==> config.mk <==
export PLATFORM = sky130hd
export DESIGN_NAME = gpio_apb_regbank
export DESIGN_NICKNAME = d
export VERILOG_FILES = /design/src/rtl/gpio_regs_pkg.sv /design/src/rtl/gpio_pin_sync.sv /design/src/rtl/gpio_port_regs.sv /design/src/rtl/gpio_irq_fwd.sv /design/src/rtl/gpio_apb_regbank.sv
export SDC_FILE = /design/constraint.sdc
export NUM_CORES = 1
export LEC_CHECK = 0
export BUFFER_PORTS_ARGS = -buffer_cell sky130_fd_sc_hd__buf_2
export CAP_MARGIN = 20
export CORE_ASPECT_RATIO = 1.2
export CORE_MARGIN = 2
export CORE_UTILIZATION = 35
export DETAILED_ROUTE_END_ITERATION = 12
export PLACE_DENSITY = 0.7
export SLEW_MARGIN = 30
export SYNTH_ARGS = -nofsm -noshare
export SYNTH_HDL_FRONTEND = slang
export SYNTH_SLANG_ARGS = --single-unit
export TNS_END_PERCENT = 1
==> constraint.sdc <==
create_clock -name clk -period 3.2 [get_ports clk]
set_input_delay 0.64 -clock clk [delete_from_list [all_inputs] [get_ports clk]]
set_output_delay 0.64 -clock clk [all_outputs]
set_load 0.05 [all_outputs]
==> src/rtl/gpio_regs_pkg.sv <==
package gpio_regs_pkg;

    localparam int unsigned MAX_PORTS   = 4;
    localparam int unsigned LINE_W      = 32;
    localparam int unsigned OFS_W       = 8;
    localparam int unsigned PORT_STRIDE = 12;

    typedef enum logic [2:0] {
        IRQ_ENABLE   = 3'd0,
        IRQ_MASK     = 3'd1,
        IRQ_TYPE     = 3'd2,
        IRQ_POLARITY = 3'd3,
        IRQ_STATUS   = 3'd4,
        IRQ_DEBOUNCE = 3'd5,
        IRQ_EOI      = 3'd6
    } irq_reg_e;

    typedef enum logic {
        LAYOUT_BASE = 1'b0,
        LAYOUT_ALT  = 1'b1
    } irq_layout_e;

    typedef struct packed {
        logic       hit;
        logic [1:0] port;
        logic       is_dir;
    } port_hit_t;

    typedef struct packed {
        logic       hit;
        logic [1:0] port;
    } pin_hit_t;

    typedef struct packed {
        logic     hit;
        irq_reg_e id;
    } irq_hit_t;

    function automatic logic [LINE_W-1:0] line_mask(int unsigned lines);
        logic [LINE_W-1:0] m = '0;
        for (int i = 0; i < LINE_W; i++)
            if (i < int'(lines)) m[i] = 1'b1;
        return m;
    endfunction

    function automatic port_hit_t decode_port(logic [OFS_W-1:0] ofs);
        port_hit_t r = '0;
        for (int p = 0; p < MAX_PORTS; p++) begin
            if (ofs == OFS_W'(p * PORT_STRIDE)) begin
                r.hit = 1'b1; r.port = 2'(p); r.is_dir = 1'b0;
            end
            if (ofs == OFS_W'(p * PORT_STRIDE + 4)) begin
                r.hit = 1'b1; r.port = 2'(p); r.is_dir = 1'b1;
            end
        end
        return r;
    endfunction

    function automatic pin_hit_t decode_pin(logic [OFS_W-1:0] ofs);
        pin_hit_t r;
        r.hit  = (ofs[7:4] == 4'h5);
        r.port = ofs[3:2];
        return r;
    endfunction

    function automatic irq_hit_t decode_irq(logic [OFS_W-1:0] ofs, irq_layout_e lay);
        irq_hit_t r;
        r.hit = 1'b1;
        r.id  = IRQ_ENABLE;
        if (lay == LAYOUT_BASE) begin
            case (ofs)
                8'h30: r.id = IRQ_ENABLE;
                8'h34: r.id = IRQ_MASK;
                8'h38: r.id = IRQ_TYPE;
                8'h3c: r.id = IRQ_POLARITY;
                8'h40: r.id = IRQ_STATUS;
                8'h48: r.id = IRQ_DEBOUNCE;
                8'h4c: r.id = IRQ_EOI;
                default: r.hit = 1'b0;
            endcase
        end else begin
            case (ofs)
                8'h30: r.id = IRQ_ENABLE;
                8'h34: r.id = IRQ_TYPE;
                8'h38: r.id = IRQ_POLARITY;
                8'h3c: r.id = IRQ_STATUS;
                8'h40: r.id = IRQ_EOI;
                8'h44: r.id = IRQ_MASK;
                8'h48: r.id = IRQ_DEBOUNCE;
                default: r.hit = 1'b0;
            endcase
        end
        return r;
    endfunction

endpackage

==> src/rtl/gpio_pin_sync.sv <==
module gpio_pin_sync #(
    parameter int unsigned W = 32
) (
    input  logic         clk,
    input  logic         rst,
    input  logic [W-1:0] d,
    output logic [W-1:0] q
);
    logic [W-1:0] stage1;
    logic [W-1:0] stage2;

    always_ff @(posedge clk) begin
        if (rst) begin
            stage1 <= '0;
            stage2 <= '0;
        end else begin
            stage1 <= d;
            stage2 <= stage1;
        end
    end

    assign q = stage2;

    // Assertion support: count edges since reset, saturating at two.
    logic [1:0] edges_seen;
    always_ff @(posedge clk) begin
        if (rst)                 edges_seen <= 2'd0;
        else if (edges_seen != 2'd2) edges_seen <= edges_seen + 2'd1;
    end

    a_r3_two_stage_latency: assert property (@(posedge clk) disable iff (rst)
        (edges_seen == 2'd2) |-> (q == $past(d, 2)));
endmodule

==> src/rtl/gpio_port_regs.sv <==
module gpio_port_regs
    import gpio_regs_pkg::*;
#(
    parameter int unsigned LINES = 32
) (
    input  logic              clk,
    input  logic              rst,
    input  logic              wr_value,
    input  logic              wr_dir,
    input  logic [LINE_W-1:0] wdata,
    output logic [LINE_W-1:0] value_q,
    output logic [LINE_W-1:0] dir_q
);
    localparam logic [LINE_W-1:0] LIVE = line_mask(LINES);

    always_ff @(posedge clk) begin
        if (rst) begin
            value_q <= '0;
            dir_q   <= '0;
        end else begin
            if (wr_value) value_q <= wdata & LIVE;
            if (wr_dir)   dir_q   <= wdata & LIVE;
        end
    end

    a_r1_reset_clears: assert property (@(posedge clk)
        rst |=> (value_q == '0 && dir_q == '0));
    a_r2_value_holds: assert property (@(posedge clk) disable iff (rst)
        !wr_value |=> $stable(value_q));
    a_r2_dir_holds: assert property (@(posedge clk) disable iff (rst)
        !wr_dir |=> $stable(dir_q));
    a_r4_dead_lines_quiet: assert property (@(posedge clk) disable iff (rst)
        ((value_q | dir_q) & ~LIVE) == '0);
endmodule

==> src/rtl/gpio_irq_fwd.sv <==
module gpio_irq_fwd
    import gpio_regs_pkg::*;
(
    input  logic              clk,
    input  logic              rst,
    input  logic              access,
    input  logic              write,
    input  irq_hit_t          hit,
    input  logic [LINE_W-1:0] wdata,
    output logic              irq_wr,
    output logic              irq_rd,
    output logic [2:0]        irq_sel,
    output logic [LINE_W-1:0] irq_wdata
);
    always_comb begin
        irq_wr    = 1'b0;
        irq_rd    = 1'b0;
        irq_sel   = 3'd0;
        irq_wdata = wdata;
        if (hit.hit) begin
            irq_sel = hit.id;
            irq_wr  = access &&  write && (hit.id != IRQ_STATUS);
            irq_rd  = access && !write && (hit.id != IRQ_EOI);
        end
    end

    a_r8_eoi_never_read: assert property (@(posedge clk) disable iff (rst)
        (irq_sel == IRQ_EOI) |-> !irq_rd);
    a_r9_status_never_written: assert property (@(posedge clk) disable iff (rst)
        (irq_sel == IRQ_STATUS) |-> !irq_wr);
    a_r6_single_strobe: assert property (@(posedge clk) disable iff (rst)
        $onehot0({irq_wr, irq_rd}));
    a_r11_strobe_needs_access: assert property (@(posedge clk) disable iff (rst)
        !access |-> !(irq_wr || irq_rd));
endmodule

==> src/rtl/gpio_apb_regbank.sv <==
module gpio_apb_regbank
    import gpio_regs_pkg::*;
#(
    parameter int unsigned NUM_PORTS            = 3,
    parameter int unsigned PORT_LINES [MAX_PORTS] = '{32, 20, 8, 32},
    parameter int unsigned ADDR_W               = 12,
    parameter irq_layout_e LAYOUT               = LAYOUT_BASE
) (
    input  logic                          clk,
    input  logic                          rst,
    input  logic                          psel,
    input  logic                          penable,
    input  logic                          pwrite,
    input  logic [ADDR_W-1:0]             paddr,
    input  logic [LINE_W-1:0]             pwdata,
    output logic [LINE_W-1:0]             prdata,
    output logic                          pready,
    input  logic [NUM_PORTS*LINE_W-1:0]   pin_in,
    output logic [NUM_PORTS*LINE_W-1:0]   gpio_out,
    output logic [NUM_PORTS*LINE_W-1:0]   gpio_oe,
    output logic                          irq_wr,
    output logic                          irq_rd,
    output logic [2:0]                    irq_sel,
    output logic [LINE_W-1:0]             irq_wdata,
    input  logic [LINE_W-1:0]             irq_rdata
);
    localparam int unsigned HI_W = ADDR_W - OFS_W;

    logic [OFS_W-1:0] ofs;
    logic             in_window;
    logic             access;
    logic             wr_access;
    logic             rd_phase;
    port_hit_t        port_hit;
    pin_hit_t         pin_hit;
    irq_hit_t         irq_hit;
    irq_hit_t         irq_hit_gated;

    assign ofs       = paddr[OFS_W-1:0] & 8'hFC;
    assign in_window = (paddr[ADDR_W-1:OFS_W] == HI_W'(0));
    assign access    = psel && penable;
    assign wr_access = access && pwrite;
    assign rd_phase  = psel && !pwrite;
    assign pready    = 1'b1;

    always_comb begin
        port_hit = decode_port(ofs);
        pin_hit  = decode_pin(ofs);
        irq_hit  = decode_irq(ofs, LAYOUT);
        port_hit.hit = port_hit.hit && in_window;
        pin_hit.hit  = pin_hit.hit && in_window;
        irq_hit.hit  = irq_hit.hit && in_window;
    end

    logic [LINE_W-1:0] value_q [MAX_PORTS];
    logic [LINE_W-1:0] dir_q   [MAX_PORTS];
    logic [LINE_W-1:0] level_q [MAX_PORTS];

    for (genvar p = 0; p < MAX_PORTS; p++) begin : g_slot
        if (p < NUM_PORTS) begin : g_port
            localparam logic [LINE_W-1:0] LIVE = line_mask(PORT_LINES[p]);
            logic sel_p;
            logic [LINE_W-1:0] raw_level;
            assign sel_p = wr_access && port_hit.hit && (port_hit.port == 2'(p));

            gpio_port_regs #(.LINES(PORT_LINES[p])) u_regs (
                .clk      (clk),
                .rst      (rst),
                .wr_value (sel_p && !port_hit.is_dir),
                .wr_dir   (sel_p &&  port_hit.is_dir),
                .wdata    (pwdata),
                .value_q  (value_q[p]),
                .dir_q    (dir_q[p])
            );

            gpio_pin_sync #(.W(LINE_W)) u_sync (
                .clk (clk),
                .rst (rst),
                .d   (pin_in[p*LINE_W +: LINE_W]),
                .q   (raw_level)
            );

            assign level_q[p] = raw_level & LIVE;
            assign gpio_out[p*LINE_W +: LINE_W] = value_q[p];
            assign gpio_oe[p*LINE_W +: LINE_W]  = dir_q[p];
        end else begin : g_absent
            assign value_q[p] = '0;
            assign dir_q[p]   = '0;
            assign level_q[p] = '0;
        end
    end

    assign irq_hit_gated = irq_hit;

    gpio_irq_fwd u_irq (
        .clk       (clk),
        .rst       (rst),
        .access    (access),
        .write     (pwrite),
        .hit       (irq_hit_gated),
        .wdata     (pwdata),
        .irq_wr    (irq_wr),
        .irq_rd    (irq_rd),
        .irq_sel   (irq_sel),
        .irq_wdata (irq_wdata)
    );

    always_comb begin
        prdata = '0;
        if (rd_phase) begin
            if (port_hit.hit)
                prdata = port_hit.is_dir ? dir_q[port_hit.port] : value_q[port_hit.port];
            else if (pin_hit.hit)
                prdata = level_q[pin_hit.port];
            else if (irq_hit.hit && irq_hit.id != IRQ_EOI)
                prdata = irq_rdata;
        end
    end

    a_r10_unmapped_reads_zero: assert property (@(posedge clk) disable iff (rst)
        (rd_phase && !port_hit.hit && !pin_hit.hit && !irq_hit.hit) |-> (prdata == '0));
    a_r8_eoi_reads_zero: assert property (@(posedge clk) disable iff (rst)
        (rd_phase && irq_hit.hit && irq_hit.id == IRQ_EOI) |-> (prdata == '0));
    a_r11_irq_read_passthrough: assert property (@(posedge clk) disable iff (rst)
        irq_rd |-> (prdata == irq_rdata));
    a_r10_no_strobe_outside: assert property (@(posedge clk) disable iff (rst)
        !in_window |-> !(irq_wr || irq_rd));
endmodule

Yosys cells after proc, flatten, opt, wreduce, memory -nomap -nowiden

Index checks and enable logic that the tools add are counted.

$lt $le $gt $ge: 2
Equality and inequality tests: 19
Reductions and logical operators: 26
Bitwise logic cells: 2
Multiplexer cells: 27

Operators by type and width:

| cell                                                            | count |
|---|---|
| 32-bit two-way mux                                              | 11 |
| 32-bit binary-select mux with 2-bit select                      | 3 |
| 6-bit by 4-bit == test with 1-bit output, second input constant | 6 |
| 4-bit two-way mux                                               | 8 |
| 1-bit logical AND                                               | 20 |
| 6-bit by 3-bit == test with 1-bit output, second input constant | 3 |
| 6-bit by 5-bit == test with 1-bit output, second input constant | 3 |
| 3-bit one-hot mux with 6 select lines                           | 1 |
| 8-bit logical NOT                                               | 1 |
| 7-bit OR reduction                                              | 1 |
| 6-bit by 1-bit == test with 1-bit output, second input constant | 1 |
| 6-bit by 2-bit == test with 1-bit output, second input constant | 1 |
| 3-bit greater-or-equal comparator, second input constant        | 2 |
| 3-bit != test, second input constant                            | 2 |
| 2-bit inverter with 3-bit output                                | 2 |
| 4-bit by 3-bit == test with 1-bit output, second input constant | 1 |
| 4-bit logical NOT                                               | 1 |
| 1-bit two-way mux                                               | 3 |
| 3-bit two-way mux                                               | 1 |
| 2-bit by 1-bit == test with 1-bit output, second input constant | 1 |
| 2-bit == test, second input constant                            | 1 |
| 1-bit logical NOT                                               | 2 |
| 2-bit logical NOT                                               | 1 |

Bits of input ports: 177
Register bits after elaboration: 240
Output and inout bits: 262
Logic and storage cells: 88

Longest topological paths before layout

Depth in word-level cells: 16
Gate-level depth with buffers: 11
Gate-level depth less buffers: 6

Cells and area by module

From an unflattened synthesis, not the netlist that was laid out.

Cell total of the unflattened synthesis: 1393
Area, all modules: 14182.4 um2

Modules (own cells, without submodules):

| module                                   | cells an instance | instances | sequential area each (um2) | area an instance (um2) |
|---|---|---|---|---|
| gpio_pin_sync                            | 135               | 3         | 1281.2                     | 1918.1 |
| gpio_apb_regbank                         | 486               | 1         | 0.0                        | 3246.9 |
| gpio_port_regs (g_slot[0].g_port.u_regs) | 207               | 1         | 1281.2                     | 2339.7 |
| gpio_port_regs (g_slot[1].g_port.u_regs) | 153               | 1         | 800.8                      | 1597.8 |
| gpio_port_regs (g_slot[2].g_port.u_regs) | 101               | 1         | 320.3                      | 943.4 |
| gpio_irq_fwd                             | 41                | 1         | 0.0                        | 300.3 |

Worst setup path after synthesis

No wires, ideal clock.

Path type: in2out
From: in paddr[3]
To: out prdata[1]
Data required time: 2.560 ns
Stages: 8
Setup slack: -1.944 ns
Buffers on the path: 3
Arrival time: 4.504 ns
Cell sequence: clkbuf_1 -> buf_2 -> nor2b_1 -> o211ai_1 -> clkbuf_1 -> o221a_2 -> o22ai_1 -> a2111oi_0

Longest elaborated chain between the ends: 15
Elaborated cells on any way between the ends: 46
Those cells by class: eq/ne (15); mux (24); bitwise (2); reduce/logical (5)

RTL lines:

| what                                                   | RTL line                | source |
|---|---|---|
| start, declared                                        | gpio_apb_regbank.sv:14  | `input logic [ADDR_W-1:0] paddr,` |
| 6-bit by 1-bit == test with 1-bit output               | gpio_regs_pkg.sv:52     | `if (ofs == OFS_W'(p * PORT_STRIDE + 4)) begin` |
| 4-bit two-way mux                                      | gpio_regs_pkg.sv:52     |  |
| 4-bit two-way mux                                      | gpio_regs_pkg.sv:49     | `if (ofs == OFS_W'(p * PORT_STRIDE)) begin` |
| 4-bit two-way mux                                      | gpio_regs_pkg.sv:52     |  |
| 4-bit two-way mux                                      | gpio_regs_pkg.sv:49     |  |
| 4-bit two-way mux                                      | gpio_regs_pkg.sv:52     |  |
| 4-bit two-way mux                                      | gpio_regs_pkg.sv:49     |  |
| 4-bit two-way mux                                      | gpio_regs_pkg.sv:52     |  |
| 2-bit inverter with 3-bit output (not written as such) | gpio_apb_regbank.sv:112 | `prdata = port_hit.is_dir ? dir_q[port_hit.port] : value_q[port_hit.port];` |
| 32-bit binary-select mux with 2-bit select             | gpio_apb_regbank.sv:112 |  |
| 32-bit two-way mux (not written as such) (2 in a row)  | gpio_apb_regbank.sv:112 |  |
| 32-bit two-way mux                                     | gpio_apb_regbank.sv:112 |  |
| 32-bit two-way mux (*)                                 | gpio_apb_regbank.sv:111 | `if (port_hit.hit)` |
| 32-bit two-way mux (*)                                 | gpio_apb_regbank.sv:110 | `if (rd_phase) begin` |
| end, declared                                          | gpio_apb_regbank.sv:16  | `output logic [LINE_W-1:0] prdata,` |

Mark *: on every way between the ends. The rest lies on a longest branch, timed or not. The select of a mux whose other input is x is not followed.

Worst setup path after layout

From: in paddr[11]
To: out prdata[0]

Longest elaborated chain between the ends: 7
Elaborated cells on any way between the ends: 9
Those cells by class: mux (4); reduce/logical (5)

RTL lines:

| what                   | RTL line                | source |
|---|---|---|
| 4-bit logical NOT (*)  | gpio_apb_regbank.sv:40  | `assign in_window = (paddr[ADDR_W-1:OFS_W] == HI_W'(0));` |
| 1-bit logical AND      | gpio_apb_regbank.sv:52  | `irq_hit.hit = irq_hit.hit && in_window;` |
| 1-bit logical AND      | gpio_apb_regbank.sv:115 | `else if (irq_hit.hit && irq_hit.id != IRQ_EOI)` |
| 32-bit two-way mux     | gpio_apb_regbank.sv:115 |  |
| 32-bit two-way mux     | gpio_apb_regbank.sv:113 | `else if (pin_hit.hit)` |
| 32-bit two-way mux (*) | gpio_apb_regbank.sv:111 |  |
| 32-bit two-way mux (*) | gpio_apb_regbank.sv:110 |  |

Mark *: on every way between the ends. The rest lies on a longest branch, timed or not.

==> flow_metrics.py <==
metrics = {
    "grt": {
        "grt_pass1_wl_um": 49000,
        "grtUsageTotal_pct": 20.3,
        "grt_max_degree": 128,
        "antenna_found_initial": 6,
        "overflow": 0,
        "grt_pass1_vias": 8622,
    },
    "final_layout": {
        "regArea_um2": 4800,
        "final_cell_mix": "buf_2 (289), dfxtp_1 (240), nand2_1 (225), nor2b_1 (123), a21oi_1 (116)",
        "nNetsFinal": 1673,
        "fillers": 2763,
        "finish.utilization_pct": 48.5,
        "final_layout_size_suffix_gt1_share_pct": 37.3,
        "multi_input_area_um2": 5010,
        "final_common_cell": "buf_2",
        "area_delta_synth_final_pct": 36.6,
    },
    "timing": {
        "setup_ws_ns": -0.119,
        "final.min_clock_period_ns": 3.32,
        "clock_skew_ns": 0.00588,
        "worstMarginPinSlew_ns": 0.567,
        "relSlewSlack_pct": 62.2,
        "fin_tns_setup_ns": -1.25,
        "hold_slack_ns": 0.329,
        "grt_setup_unrepaired": "true",
        "drv_slew": 0,
        "setup_violations": 18,
        "max_freq_mhz": 301,
        "hold_violations": 0,
        "min_period_over_period_pct": 104,
    },
    "floorplanning": {
        "initial_utilization_pct": 35.5,
        "dieArea_um2": 30600,
        "boundaryPins": 439,
        "coreArea_um2": 28800,
        "die_h_um": 191,
        "die_x_um": 160,
        "num_rows": 68,
    },
    "routing": {
        "dr.pass1.iters": 6,
        "drc": 0,
        "ant_nets": 0,
        "drt_wl_total_um": 33100,
        "wire_per_inst_um": 17.4,
        "via_per_inst": 4.93,
        "dr_total_vias": 9372,
        "drtIter0Drc": 715,
    },
    "pwr": {
        "p_leak_nw": 5.86,
        "ir_drop_v": 0.000362,
        "p_total_mw": 6.76,
        "p_per_area_nw_per_um2": 485,
    },
    "worst_setup_path": {
        "max_stage_delay_ns": 0.57,
        "r2r_cells": 2,
        "r2r-end": "g_slot[0].g_port.u_regs.dir_q[0]",
        "crit_path_start_kind": "primary input",
        "crit_slowest_cell": "or4_4",
        "timing.rr.start": "g_slot[0].g_port.u_regs.dir_q[0]",
        "path_buf_inv": 4,
        "cp.depth": 9,
        "worstSetupEndpoint": "prdata[0]",
        "arrival_ns": 2.68,
        "path_class": "in2out",
        "r2r_slack_ns": 2.53,
        "startpoint": "paddr[11]",
        "cpLargestDelayFamily": "simple AND/OR/NAND/NOR gates",
        "cp_max_fo": 5,
        "path_common_cell": "buf_6",
        "crit_chain": "buf_6 > or4_4 > buf_6 > nor4_4 > buf_4 > and2_4 > o221ai_2 > a31oi_2 > buf_12",
        "crit_required_ns": 2.56,
        "crit_path_end_kind": "primary output",
    },
    "logic_synthesis": {
        "syn-instance-count": 1177,
        "async_flop_share_pct": 0,
        "yosys.cell_types.count": 48,
        "synth_top_flop_cell": "dfxtp_1",
        "syn_area_per_cell_um2": 8.67,
        "syn_area_um2": 10200,
        "ys_seq_elements": 240,
        "ys_seq_area_share_pct": 47.1,
        "synth_edf_count": 0,
        "yosysWarnings": 0,
    },
    "run": {
        "cap_violations": 0,
    },
    "hold_path": {
        "hp-class": "in2reg",
    },
    "clock_network": {
        "cts_tree": "done",
        "clk_latency_ns": 0.52,
        "clock_path_buffers": 3,
        "path_clk_slew_ns": 0.06,
        "root_buffer": "clkbuf_16",
        "cts_buffers": 24,
        "numClockSinks": 240,
        "cts_max_level": 1,
    },
    "place": {
        "gp_congestion": 0.870,
        "hpwl_um": 24300,
        "port_buffers": 327,
        "dpl_worst_slack_ns": -0.370,
    },
    "status": {
        "violations": "setup timing",
        "status": "complete, but fails checks",
    },
}
[cells in the mapped netlist, types with 3 or more instances]
cell type / instances / area (µm²)
a2111oi_0: 7 / 61.3
a21oi_1: 142 / 711
a22oi_1: 36 / 270
a31oi_1: 3 / 18.8
and3_1: 5 / 31.3
and3b_1: 3 / 26.3
buf_1: 3 / 11.3
buf_2: 22 / 110
buf_4: 105 / 788
clkbuf_1: 59 / 221
dfxtp_1: 240 / 4800
mux2_2: 14 / 158
mux2i_1: 36 / 360
nand2_1: 225 / 845
nand2b_1: 8 / 50.1
nand3_1: 7 / 35.0
nand3b_1: 5 / 37.5
nor2_1: 45 / 169
nor2b_1: 125 / 782
o21ai_0: 9 / 45.0
o221a_2: 14 / 158
o221ai_1: 15 / 131
o22ai_1: 14 / 87.6
[worst min path at each step]
stage,slack [ns],startpoint,end,cells past startpoint
final,0.33,pin_in[69],g_slot[2].g_port.u_sync.stage1[5],2
after global routing,0.32,pin_in[44],g_slot[1].g_port.u_sync.stage1[12],2
after CTS,0.30,pin_in[45],g_slot[1].g_port.u_sync.stage1[13],2
after detailed placement,0.42,g_slot[0].g_port.u_sync.stage1[8],g_slot[0].g_port.u_sync.q[8],1
after global placement,0.42,g_slot[0].g_port.u_sync.stage1[2],g_slot[0].g_port.u_sync.q[2],1
after floorplan,0.41,g_slot[0].g_port.u_sync.stage1[0],g_slot[0].g_port.u_sync.q[0],1
[power breakdown]
| group | total [mW] | internal, mW | leakage [nW] | switching (mW) |
|---|---|---|---|---|
| sequential | 3.07 | 3.06 | 1.96 | 0.0152 |
| clock | 2.97 | 1.80 | 0.410 | 1.17 |
| combinational | 0.717 | 0.208 | 3.49 | 0.508 |
[cell type report]
class,instances,share of cell area [%]
Tap cell,385,3.45
Multi-Input combinational cell,817,36.0
Sequential cell,240,34.4
Clock buffer,29,4.74
Antenna cell,2,0.0359
Clock inverter,14,1.33
Timing Repair Buffer,411,20.0
Inverter,2,0.0538
[per-layer routing]
layer	vias to the layer above	share of wire [%]	GRT usage (%)
li1	4445	-	-
met1	4362	41	26.8
met2	493	48	34.7
met3	64	7.7	2.80
met4	8	2.3	6.34
met5	-	0.16	0
[cell families after synthesis]
group / share of synthesized area [%]
and+or+nand+nor: 20.5
other: 0.0736
xor gates and xnor gates: 0.0858
buffers and inverters: 11.2
muxes: 5.07
DFF: 47.1
AOI/OAI and AO/OA: 16.1
[through the flow]
| step | std cells | area (µm²) |
|---|---|---|
| after floorplan | 1248 | 10700 |
| after global placement | 1852 | 12700 |
| after detailed placement | 1852 | 12700 |
| after CTS | 1898 | 13800 |
| after global routing | 1900 | 13900 |
| final | 1900 | 13900 |
[sequential cells by signal, summed over array words and instances, names as in the netlist]
signal / flops
g_slot.g_port.u_regs.value_q: 60
g_slot.g_port.u_sync.q: 60
g_slot.g_port.u_sync.stage1: 60
g_slot.g_port.u_regs.dir_q: 60
[what timing repair did]
item                                    4_1_cts  5_1_grt
hold buffers                                  0        0
cloned                                        1        0
gates resized for setup                      91       33
endpoints found under the setup margin       33       33
pin swaps                                    10        4
buffers inserted                              2        0
Power figures use the tool's default switching activity.
